===== src/rtl/mrcmd_pkg.sv =====
// Shared register indices and field positions for the mode register command unit.
package mrcmd_pkg;
    localparam int REG_AW = 3;
    localparam logic [REG_AW-1:0] IDX_CTRL0  = 3'd0;
    localparam logic [REG_AW-1:0] IDX_CTRL1  = 3'd1;
    localparam logic [REG_AW-1:0] IDX_STATUS = 3'd2;
    localparam logic [REG_AW-1:0] IDX_RDSTAT = 3'd3;
    localparam logic [REG_AW-1:0] IDX_RDDATA = 3'd4;

    localparam int MR_W      = 8;
    localparam int START_BIT = 31;
    localparam int TYPE_BIT  = 0;
    localparam int RANK_LSB  = 4;
    localparam int MRA_LSB   = 8;
    localparam int VALID_BIT = 3;
    localparam int CLR_BIT   = 2;
    localparam int ARM_BIT   = 0;
endpackage


===== src/rtl/mrcmd_ctrl.sv =====
// Control registers, command launch and busy tracking.
// Assumes: the register bus writes one word per cycle, and cap_pulse only
// occurs while rd_wait is high.
module mrcmd_ctrl
    import mrcmd_pkg::*;
#(
    parameter int RANK_W = 2
) (
    input  logic                  clk,
    input  logic                  rst_n,
    input  logic                  reg_we,
    input  logic [REG_AW-1:0]     reg_addr,
    input  logic [31:0]           reg_wdata,
    input  logic                  cmd_ready,
    input  logic                  cap_pulse,
    output logic                  cmd_valid,
    output logic                  cmd_read,
    output logic [RANK_W-1:0]     cmd_rank,
    output logic [MR_W-1:0]       cmd_mraddr,
    output logic [MR_W-1:0]       cmd_mrdata,
    output logic                  busy,
    output logic                  rd_wait
);
    logic ctrl0_we, ctrl1_we, launch, accept;

    // Decode register writes; all control writes are blocked while busy.
    always_comb begin
        ctrl0_we = reg_we && (reg_addr == IDX_CTRL0) && !busy;
        ctrl1_we = reg_we && (reg_addr == IDX_CTRL1) && !busy;
        launch   = ctrl0_we && reg_wdata[START_BIT];
        accept   = cmd_valid && cmd_ready;
    end

    // Hold the command fields, written only while idle.
    always_ff @(posedge clk) begin
        if (!rst_n) begin
            cmd_read   <= 1'b0;
            cmd_rank   <= '0;
            cmd_mraddr <= '0;
            cmd_mrdata <= '0;
        end else begin
            if (ctrl0_we) begin
                cmd_read <= reg_wdata[TYPE_BIT];
                cmd_rank <= reg_wdata[RANK_LSB +: RANK_W];
            end
            if (ctrl1_we) begin
                cmd_mraddr <= reg_wdata[MRA_LSB +: MR_W];
                cmd_mrdata <= reg_wdata[0 +: MR_W];
            end
        end
    end

    // Track the start bit, the busy flag and whether read data is awaited.
    always_ff @(posedge clk) begin
        if (!rst_n) begin
            cmd_valid <= 1'b0;
            busy      <= 1'b0;
            rd_wait   <= 1'b0;
        end else if (launch) begin
            cmd_valid <= 1'b1;
            busy      <= 1'b1;
        end else begin
            if (accept) begin
                cmd_valid <= 1'b0;
                if (cmd_read) rd_wait <= 1'b1;
                else          busy    <= 1'b0;
            end
            if (cap_pulse) begin
                rd_wait <= 1'b0;
                busy    <= 1'b0;
            end
        end
    end


    // cmd_valid_busy_chk
    cmd_valid_busy_chk: assert property (@(posedge clk) disable iff (!rst_n)
        cmd_valid |-> busy);

    // start_clear_chk
    start_clear_chk: assert property (@(posedge clk) disable iff (!rst_n)
        accept |=> !cmd_valid);

    // wr_done_chk
    wr_done_chk: assert property (@(posedge clk) disable iff (!rst_n)
        (accept && !cmd_read) |=> !busy);

    // busy_hold_chk
    busy_hold_chk: assert property (@(posedge clk) disable iff (!rst_n)
        busy |=> ($stable(cmd_rank) && $stable(cmd_mraddr) && $stable(cmd_mrdata) && $stable(cmd_read)));

    // cmd_stable_chk
    cmd_stable_chk: assert property (@(posedge clk) disable iff (!rst_n)
        (cmd_valid && !cmd_ready) |=> (cmd_valid && $stable(cmd_mraddr) && $stable(cmd_mrdata)));
endmodule


===== src/rtl/mrcmd_rdcap.sv =====
// Read data capture and the sticky read-valid flag with its software clear.
// Assumes: rd_ret_valid counts only while rd_wait is high; a capture in
// the same cycle as a clear wins.
module mrcmd_rdcap
    import mrcmd_pkg::*;
(
    input  logic               clk,
    input  logic               rst_n,
    input  logic               reg_we,
    input  logic [REG_AW-1:0]  reg_addr,
    input  logic [31:0]        reg_wdata,
    input  logic               rd_wait,
    input  logic               rd_ret_valid,
    input  logic [MR_W-1:0]    rd_ret_data,
    output logic               cap_pulse,
    output logic               rd_valid,
    output logic [MR_W-1:0]    rd_data
);
    logic clr_req;

    // Qualify the return strobe and decode the clear request.
    always_comb begin
        cap_pulse = rd_wait && rd_ret_valid;
        clr_req   = reg_we && (reg_addr == IDX_RDSTAT)
                    && (reg_wdata[CLR_BIT] || reg_wdata[ARM_BIT]);
    end

    // Capture the returned byte and maintain the sticky flag.
    always_ff @(posedge clk) begin
        if (!rst_n) begin
            rd_valid <= 1'b0;
            rd_data  <= '0;
        end else if (cap_pulse) begin
            rd_valid <= 1'b1;
            rd_data  <= rd_ret_data;
        end else if (clr_req) begin
            rd_valid <= 1'b0;
        end
    end


    // capture_chk
    capture_chk: assert property (@(posedge clk) disable iff (!rst_n)
        cap_pulse |=> (rd_valid && rd_data == $past(rd_ret_data)));

    // clear_chk
    clear_chk: assert property (@(posedge clk) disable iff (!rst_n)
        (clr_req && !cap_pulse) |=> (!rd_valid && $stable(rd_data)));

    // stray_ret_chk
    stray_ret_chk: assert property (@(posedge clk) disable iff (!rst_n)
        (rd_ret_valid && !rd_wait) |=> $stable(rd_data));
endmodule


===== src/rtl/mrcmd_unit.sv =====
// Top of the mode register command unit: wires the control block to the
// read-capture block and provides the register read mux.
// Assumes: 4 + RANK_W <= 31 so the rank field stays clear of the start bit.
module mrcmd_unit
    import mrcmd_pkg::*;
#(
    parameter int RANK_W = 2
) (
    input  logic               clk,
    input  logic               rst_n,
    input  logic               reg_we,
    input  logic [2:0]         reg_addr,
    input  logic [31:0]        reg_wdata,
    output logic [31:0]        reg_rdata,
    output logic               cmd_valid,
    input  logic               cmd_ready,
    output logic               cmd_read,
    output logic [RANK_W-1:0]  cmd_rank,
    output logic [7:0]         cmd_mraddr,
    output logic [7:0]         cmd_mrdata,
    input  logic               rd_ret_valid,
    input  logic [7:0]         rd_ret_data
);
    logic busy, rd_wait, cap_pulse, rd_valid;
    logic [MR_W-1:0] rd_data;

    mrcmd_ctrl #(.RANK_W(RANK_W)) u_ctrl (
        .clk(clk), .rst_n(rst_n), .reg_we(reg_we), .reg_addr(reg_addr),
        .reg_wdata(reg_wdata), .cmd_ready(cmd_ready), .cap_pulse(cap_pulse),
        .cmd_valid(cmd_valid), .cmd_read(cmd_read), .cmd_rank(cmd_rank),
        .cmd_mraddr(cmd_mraddr), .cmd_mrdata(cmd_mrdata),
        .busy(busy), .rd_wait(rd_wait)
    );

    mrcmd_rdcap u_rdcap (
        .clk(clk), .rst_n(rst_n), .reg_we(reg_we), .reg_addr(reg_addr),
        .reg_wdata(reg_wdata), .rd_wait(rd_wait), .rd_ret_valid(rd_ret_valid),
        .rd_ret_data(rd_ret_data), .cap_pulse(cap_pulse),
        .rd_valid(rd_valid), .rd_data(rd_data)
    );

    // Select the register word addressed by reg_addr.
    always_comb begin
        reg_rdata = '0;
        case (reg_addr)
            IDX_CTRL0: begin
                reg_rdata[START_BIT]            = cmd_valid;
                reg_rdata[RANK_LSB +: RANK_W]   = cmd_rank;
                reg_rdata[TYPE_BIT]             = cmd_read;
            end
            IDX_CTRL1: begin
                reg_rdata[MRA_LSB +: MR_W] = cmd_mraddr;
                reg_rdata[0 +: MR_W]       = cmd_mrdata;
            end
            IDX_STATUS: reg_rdata[0]         = busy;
            IDX_RDSTAT: reg_rdata[VALID_BIT] = rd_valid;
            IDX_RDDATA: reg_rdata[0 +: MR_W] = rd_data;
            default:    reg_rdata            = '0;
        endcase
    end


    // reset_idle_chk
    reset_idle_chk: assert property (@(posedge clk)
        $past(!rst_n) |-> (!cmd_valid && !busy && !rd_valid));
endmodule


===== config.mk =====
export PLATFORM = sky130hd
export DESIGN_NAME = mrcmd_unit
export DESIGN_NICKNAME = d
export VERILOG_FILES = /design/src/rtl/mrcmd_pkg.sv /design/src/rtl/mrcmd_ctrl.sv /design/src/rtl/mrcmd_rdcap.sv /design/src/rtl/mrcmd_unit.sv
export SDC_FILE = /design/constraint.sdc
export NUM_CORES = 1
export LEC_CHECK = 0
export ABC_CLOCK_PERIOD_IN_PS = 3000
export CAP_MARGIN = 10
export CORE_ASPECT_RATIO = 2
export CORE_MARGIN = 2
export CORE_UTILIZATION = 35
export CTS_CLUSTER_SIZE = 28
export DETAILED_ROUTE_END_ITERATION = 12
export PLACE_DENSITY_LB_ADDON = 0.15
export RECOVER_POWER = 100
export SYNTH_ARGS = -nofsm -noshare
export SYNTH_HDL_FRONTEND = slang
export SYNTH_HIERARCHICAL = 1
export SYNTH_SLANG_ARGS = --single-unit

===== constraint.sdc =====
create_clock -name clk -period 3 [get_ports clk]
set_input_delay 0.9 -clock clk [delete_from_list [all_inputs] [get_ports clk]]
set_output_delay 0.9 -clock clk [all_outputs]
set_load 0.01 [all_outputs]

==> results of run 1 <==
-- state kept, by name (all words and copies together), names as in the netlist --
name	flops
u_ctrl/cmd_mraddr	8
u_ctrl/rd_wait	1
u_ctrl/busy	1
u_rdcap/rd_data	8
u_ctrl/cmd_mrdata	8
u_ctrl/cmd_valid	1
u_rdcap/rd_valid	1
u_ctrl/cmd_read	1
u_ctrl/cmd_rank	2
-- cell type report --
type	count	area, um^2	share of cell area (%)
multi-input cells	148	952	38.0
repair buffers	82	746	29.7
flip-flops and latches	31	621	24.7
clock buffers	6	82.6	3.29
well taps	55	68.8	2.74
clock inverters	2	35.0	1.40
inverters	1	3.75	0.150
-- cells by family (layout without fill, tap and decap cells) --
group                  Yosys count  after routing  synth area share, %
AO/OA/AOI/OAI                   33             33                 14.5
buffers and inverters           28             91                 11.9
flip-flops                      31             31                 36.6
multiplexers                    20             20                 11.8
other                            1             15                0.221
AND/OR/NAND/NOR                 80             80                 25.1
-- metal layers --
| metal | wire length, um | GRT usage [%] |
|---|---|---|
| met1 | 1580 | 17.8 |
| met2 | 2270 | 28.1 |
| met3 | 275 | 4.09 |
| met4 | 104 | 9.27 |
| met5 | 0 | 0 |
-- cells in the mapped netlist (all sizes together) --
library cell	instances
nand4b	1
inv	1
clkbuf	2
a21oi	9
a211oi	4
and2b	3
o2bb2ai	1
a21bo	8
o221a	1
buf	25
a2bb2oi	2
nor4b	2
o21ai	3
and2	9
mux2i	20
conb	1
nor2b	4
nand3b	2
nand2b	3
nand2	38
nor2	6
a22oi	5
nand3	12
dfxtp	31
-- worst max-delay path, cell delays in order --
cell,delay (ps)
dlygate4sd2_1,270
buf_6,150
and2b_4,190
a22oi_1,180
nor2_1,60
dlygate4sd2_1,280
-- final timing paths --
kind         slack (ps)  cells after the start                    to
max reg2reg        1690                      3  u_ctrl/cmd_mrdata[1]
min                 470                      2    u_ctrl/cmd_rank[0]
min reg2reg         470                      2    u_ctrl/cmd_rank[0]
max                  60                      6          reg_rdata[6]
-- repair_timing --
| item | CTS | global route |
|---|---|---|
| buffers inserted | 4 | 0 |
| resized for setup | 30 | 25 |
| setup endpoints to repair | 17 | 12 |
-- power by group through the flow --
stage | Sequential [mW] | Combinational [mW] | Clock [mW]
2_1_floorplan | 0.434 | 0.0713 | 0
3_3_place_gp | 0.432 | 0.136 | 0
3_5_place_dp | 0.432 | 0.137 | 0
4_1_cts | 0.423 | 0.138 | 0.431
5_1_grt | 0.423 | 0.148 | 0.451
6_report | 0.423 | 0.136 | 0.421
-- per-stage QoR --
stage / TNS (ps) / hold slack [ps] / utilization (%)
6_report: 0 / 469 / 54.0
3_5_place_dp: -7920 / 464 / 51.5
2_1_floorplan: 0 / 481 / -
3_3_place_gp: -7920 / 458 / 51.5
5_1_grt: -1.50 / 492 / 54.0
4_1_cts: 0 / 475 / 53.9
==> results.json, run 1 <==
{
  "die-area_um2": 5450,
  "synthCells": 193,
  "power.internal_mw": 0.759,
  "clkTransAtPathRegs_ps": 60,
  "routed_wirelength_um": 4230,
  "grt_pass1_wl_um": 6540,
  "cts_root_buf": "clkbuf_8",
  "diodes": 0,
  "finalSetupViolations": 0,
  "synth_area_um2": 1700,
  "fp-row-count": 35,
  "start_util_pct": 36.5,
  "core_um2": 4640,
  "io_buffer_count": 69,
  "final_cell_mix": "37 x nand2_1, 31 x dfxtp_1, 28 x clkdlybuf4s50_1",
  "drive_above_1_share_pct": 15.9,
  "fillCellCount": 477,
  "fin_ws_ps": 64.4,
  "yosys.area.top_type_share_pct": 36.6,
  "overflow": 0,
  "timing.final.crit_period_ps": 2940,
  "final_common_cell": "nand2_1",
  "cts_inserted_buffers": 5,
  "synth.distinct_cells": 34,
  "yosysWarnings": 6,
  "timing.final.hold_violations": 0,
  "worst_skew_pair.late_latency_ps": 280,
  "fin_skew_ps": 1.84,
  "clkPwrFrac_pct": 43.0,
  "routed_via_density": 4.65,
  "leakagePower_nw": 1.16,
  "slew_violations": 0,
  "ir_worst_vdd_v": 0.000304,
  "postCtsHoldBufs": 0,
  "cts_tree": "done",
  "finalInstanceArea_um2": 2510,
  "p_per_area_nw_per_um2": 390,
  "io_pins": 100,
  "end_kind": "output port",
  "htreeDepth": 2,
  "die_w_um": 53.2,
  "worst_pin_slew_ps": 746,
  "wl_per_cell_um": 13.0,
  "final_cells": 325,
  "switchingPower_mw": 0.220,
  "clkSinkCount": 31,
  "dpl.cell_count": 313,
  "fin_nets": 317,
  "antenna_left": 0,
  "grt_max_degree": 42,
  "grt_pass1_vias": 1431,
  "post_dp_cell_area_um2": 2390,
  "antenna_found_initial": 0,
  "die_h_um": 102,
  "drc": 0,
  "num_vias": 1511,
  "ys_ff_latch": 31,
  "combPwrFrac_pct": 13.9,
  "synth_top_area_cell": "dfxtp_1",
  "slew_headroom_pct": 50.3,
  "hold_path.class": "reg2reg",
  "fmax_mhz": 341,
  "drt_iter0_drc": 9,
  "period_share_pct": 97.9,
  "synth_area_leaders": "dfxtp_1 37%, mux2i_1 12%, nand2_1 8.2%",
  "status": "finished clean",
  "hold_path_startpoint": "u_ctrl/cmd_rank[0]",
  "hpwlAfterDp_um": 3160,
  "p_total_mw": 0.979,
  "clock_path_buffers": 2,
  "dr.pass1.iters": 4,
  "ys_seq_area_share_pct": 36.6,
  "gp_congestion": 0.783,
  "seqPwrFrac_pct": 43.1,
  "cp_max_fo": 9,
  "syn_avg_cell_area_um2": 8.79,
  "cp-start-kind": "input port",
  "arrival_ps": 2040,
  "crit_required_ps": 2100,
  "syn_to_final_growth_pct": 47.9,
  "preCtsSetupSlack_ps": -498,
  "grt.total_usage_pct": 16.5,
  "path_class": "in2out",
  "cp-startpoint": "reg_addr[2]",
  "power.share.switching_pct": 22.5,
  "r2r_start": "u_ctrl/busy",
  "cap_viol_max_count": 0
}
(Power assumes the default switching activity.)
==> run 2, diff against run 1 <==
--- a/config.mk
+++ b/config.mk
@@ -5,13 +5,15 @@
 export SDC_FILE = /design/constraint.sdc
 export NUM_CORES = 1
 export LEC_CHECK = 0
+export ABC_AREA = 1
 export ABC_CLOCK_PERIOD_IN_PS = 3000
-export CAP_MARGIN = 10
+export CAP_MARGIN = 20
 export CORE_ASPECT_RATIO = 2
 export CORE_MARGIN = 2
 export CORE_UTILIZATION = 35
 export CTS_CLUSTER_SIZE = 28
 export DETAILED_ROUTE_END_ITERATION = 12
+export DONT_BUFFER_PORTS = 1
 export PLACE_DENSITY_LB_ADDON = 0.15
 export RECOVER_POWER = 100
 export SYNTH_ARGS = -nofsm -noshare
==> results.json, run 2 <==
{
  "status": "finished clean",
  "synth_area_um2": 1590,
  "ys_ff_latch": 31,
  "fp-row-count": 34,
  "start_util_pct": 36.6,
  "ir_worst_vdd_v": 0.000327,
  "grt.total_usage_pct": 16.5,
  "yosysWarnings": 6,
  "cap_viol_max_count": 0,
  "cts_setup_buffers": 0,
  "die_h_um": 99.3,
  "cts_resized": 0,
  "synth_top_area_cell": "dfxtp_1",
  "power.share.switching_pct": 24.3,
  "grt_pass1_vias": 1319,
  "syn_avg_cell_area_um2": 6.97,
  "clkSinkCount": 31,
  "finalSetupTns_ps": 0,
  "htreeDepth": 2,
  "final_common_cell": "nor2_1",
  "arrival_ps": 1780,
  "synth.most_common_cell": "nor2_1",
  "cp_cell_sequence": "nor3_4, inv_1, nor2_2",
  "slowest_stage": "nor3_4",
  "hold_path.class": "reg2reg",
  "slew_headroom_pct": 18.7,
  "worst_pin_slew_ps": 1210,
  "hpwlAfterDp_um": 2980,
  "synth_area_leaders": "dfxtp_1 39%, nor2_1 12%, nand2_1 7.6%",
  "combPwrFrac_pct": 6.1,
  "post-route-util_pct": 37.1,
  "ys_async_sr_fraction_pct": 0,
  "slowest_delay_ps": 350,
  "rsz0062_at_grt": "false",
  "fin_skew_ps": 8.29,
  "r2r_setup_slack_ps": 900,
  "fillCellCount": 505,
  "clkPwrFrac_pct": 40.5,
  "die-area_um2": 5130,
  "timing.final.crit_period_ps": 2680,
  "synthCells": 228,
  "worst_skew_pair.late_latency_ps": 280,
  "p_per_area_nw_per_um2": 505,
  "yosys.area.top_type_share_pct": 39.0,
  "io_pins": 100,
  "fmax_mhz": 374,
  "routed_wirelength_um": 3920,
  "ys_seq_area_share_pct": 39.0,
  "path_class": "in2out",
  "leakagePower_nw": 0.718,
  "fin_nets": 278,
  "grt_pass1_wl_um": 6270,
  "end_kind": "output port",
  "power.internal_mw": 0.615,
  "cp-start-kind": "input port",
  "finalSetupViolations": 0,
  "antenna_left": 0,
  "crit_required_ps": 2100,
  "cp_max_fo": 9,
  "switchingPower_mw": 0.198,
  "preCtsSetupSlack_ps": 454,
  "wl_per_cell_um": 13.8,
  "diodes": 0,
  "overflow": 0,
  "die_w_um": 51.7,
  "period_share_pct": 89.2,
  "routed_via_density": 4.67,
  "synth_ff_type": "dfxtp_1",
  "drc": 0,
  "drive_above_1_share_pct": 10.4,
  "final_cell_mix": "58 x nor2_1, 33 x nand2_1, 31 x dfxtp_1",
  "cts_inserted_buffers": 5,
  "antenna_found_initial": 0,
  "gp_congestion": 0.741,
  "syn_to_final_growth_pct": 1.18,
  "fin_ws_ps": 324,
  "num_vias": 1327,
  "synth_commonest_cells": "49 x nor2_1, 32 x nand2_1, 31 x dfxtp_1, 21 x inv_1",
  "cts_tree": "done",
  "drt_iter0_drc": 20,
  "slew_violations": 0,
  "grt_max_degree": 31,
  "timing.final.hold_violations": 0,
  "postCtsHoldBufs": 0,
  "clkTransAtPathRegs_ps": 60,
  "synth.distinct_cells": 23,
  "cts_root_buf": "clkbuf_8",
  "seqPwrFrac_pct": 53.4,
  "clock_path_buffers": 2,
  "dr.pass1.iters": 4,
  "io_buffer_count": 0,
  "synth-edff-count": 0,
  "core_um2": 4340,
  "reg_top3": "u_ctrl/cmd_mraddr: 8 flops, u_ctrl/cmd_mrdata: 8 flops, u_rdcap/rd_data: 8 flops"
}
==> run 2: final cells by class <==
cell class	count	area [um^2]	area share, %
multi-input cells	165	729	45.3
flip-flops and latches	31	621	38.6
inverters	27	104	6.45
clock buffers	6	82.6	5.13
well taps	54	67.6	4.20
clock inverters	1	5.00	0.311
==> run 2: path summary, 6_finish.rpt <==
| check | end | depth (start not counted) | from |
|---|---|---|---|
| worst min-delay path | u_rdcap/rd_valid | 2 | u_rdcap/rd_valid |
| worst max-delay path | reg_rdata[12] | 3 | reg_addr[1] |
| worst min register to register | u_rdcap/rd_valid | 2 | u_rdcap/rd_valid |
| worst max register to register | u_ctrl/cmd_mrdata[1] | 6 | u_ctrl/busy |
==> run 2: power groups by stage <==
stage          clock [mW]  sequential (mW)  combinational (mW)
2_1_floorplan           0            0.441              0.0650
3_3_place_gp            0            0.443              0.0537
3_5_place_dp            0            0.443              0.0540
4_1_cts             0.342            0.434              0.0541
5_1_grt             0.362            0.435              0.0572
6_report            0.329            0.434              0.0496
==> run 2: worst max-delay path: cells and delay by family <==
family | cells | cell delay [ps]
simple gates | 2 | 560
buf+inv | 1 | 310
==> run 2: layer usage <==
layer	global-route usage, %	vias up	routed length (um)
li1	-	679	-
met1	15.7	581	1310
met2	29.5	62	2120
met3	7.21	5	422
met4	7.29	0	68
met5	0	-	0
==> run 2: logic make-up (layout without fill, tap and decap cells) <==
kind of cell           Yosys count  count (layout)  synth area share [%]
AO/OA/AOI/OAI                   32              32                  10.1
buffers and inverters           46              34                  15.7
flip-flops                      31              31                  39.0
other                            1              15                 0.236
AND/OR/NAND/NOR                118             118                  35.0
==> run 2: per-stage QoR <==
stage                     hold WS, ps  cells  instance area [um^2]  total power, mW
after global routing              503    284                  1610            0.854
after CTS                         469    284                  1660            0.830
final                             465    284                  1610            0.812
after detailed placement          459    277                  1570            0.497
after floorplan                   434    242                  1640            0.506
after global placement            450    277                  1570            0.497
==> run 3, diff against run 2 <==
--- a/config.mk
+++ b/config.mk
@@ -7,7 +7,7 @@
 export LEC_CHECK = 0
 export ABC_AREA = 1
 export ABC_CLOCK_PERIOD_IN_PS = 3000
-export CAP_MARGIN = 20
+export CAP_MARGIN = 40
 export CORE_ASPECT_RATIO = 2
 export CORE_MARGIN = 2
 export CORE_UTILIZATION = 35
@@ -16,6 +16,7 @@
 export DONT_BUFFER_PORTS = 1
 export PLACE_DENSITY_LB_ADDON = 0.15
 export RECOVER_POWER = 100
+export SLEW_MARGIN = 20
 export SYNTH_ARGS = -nofsm -noshare
 export SYNTH_HDL_FRONTEND = slang
 export SYNTH_HIERARCHICAL = 1
==> results of run 3 <==
Same layout as run 2: the final DEF is identical, and so are final timing and power.
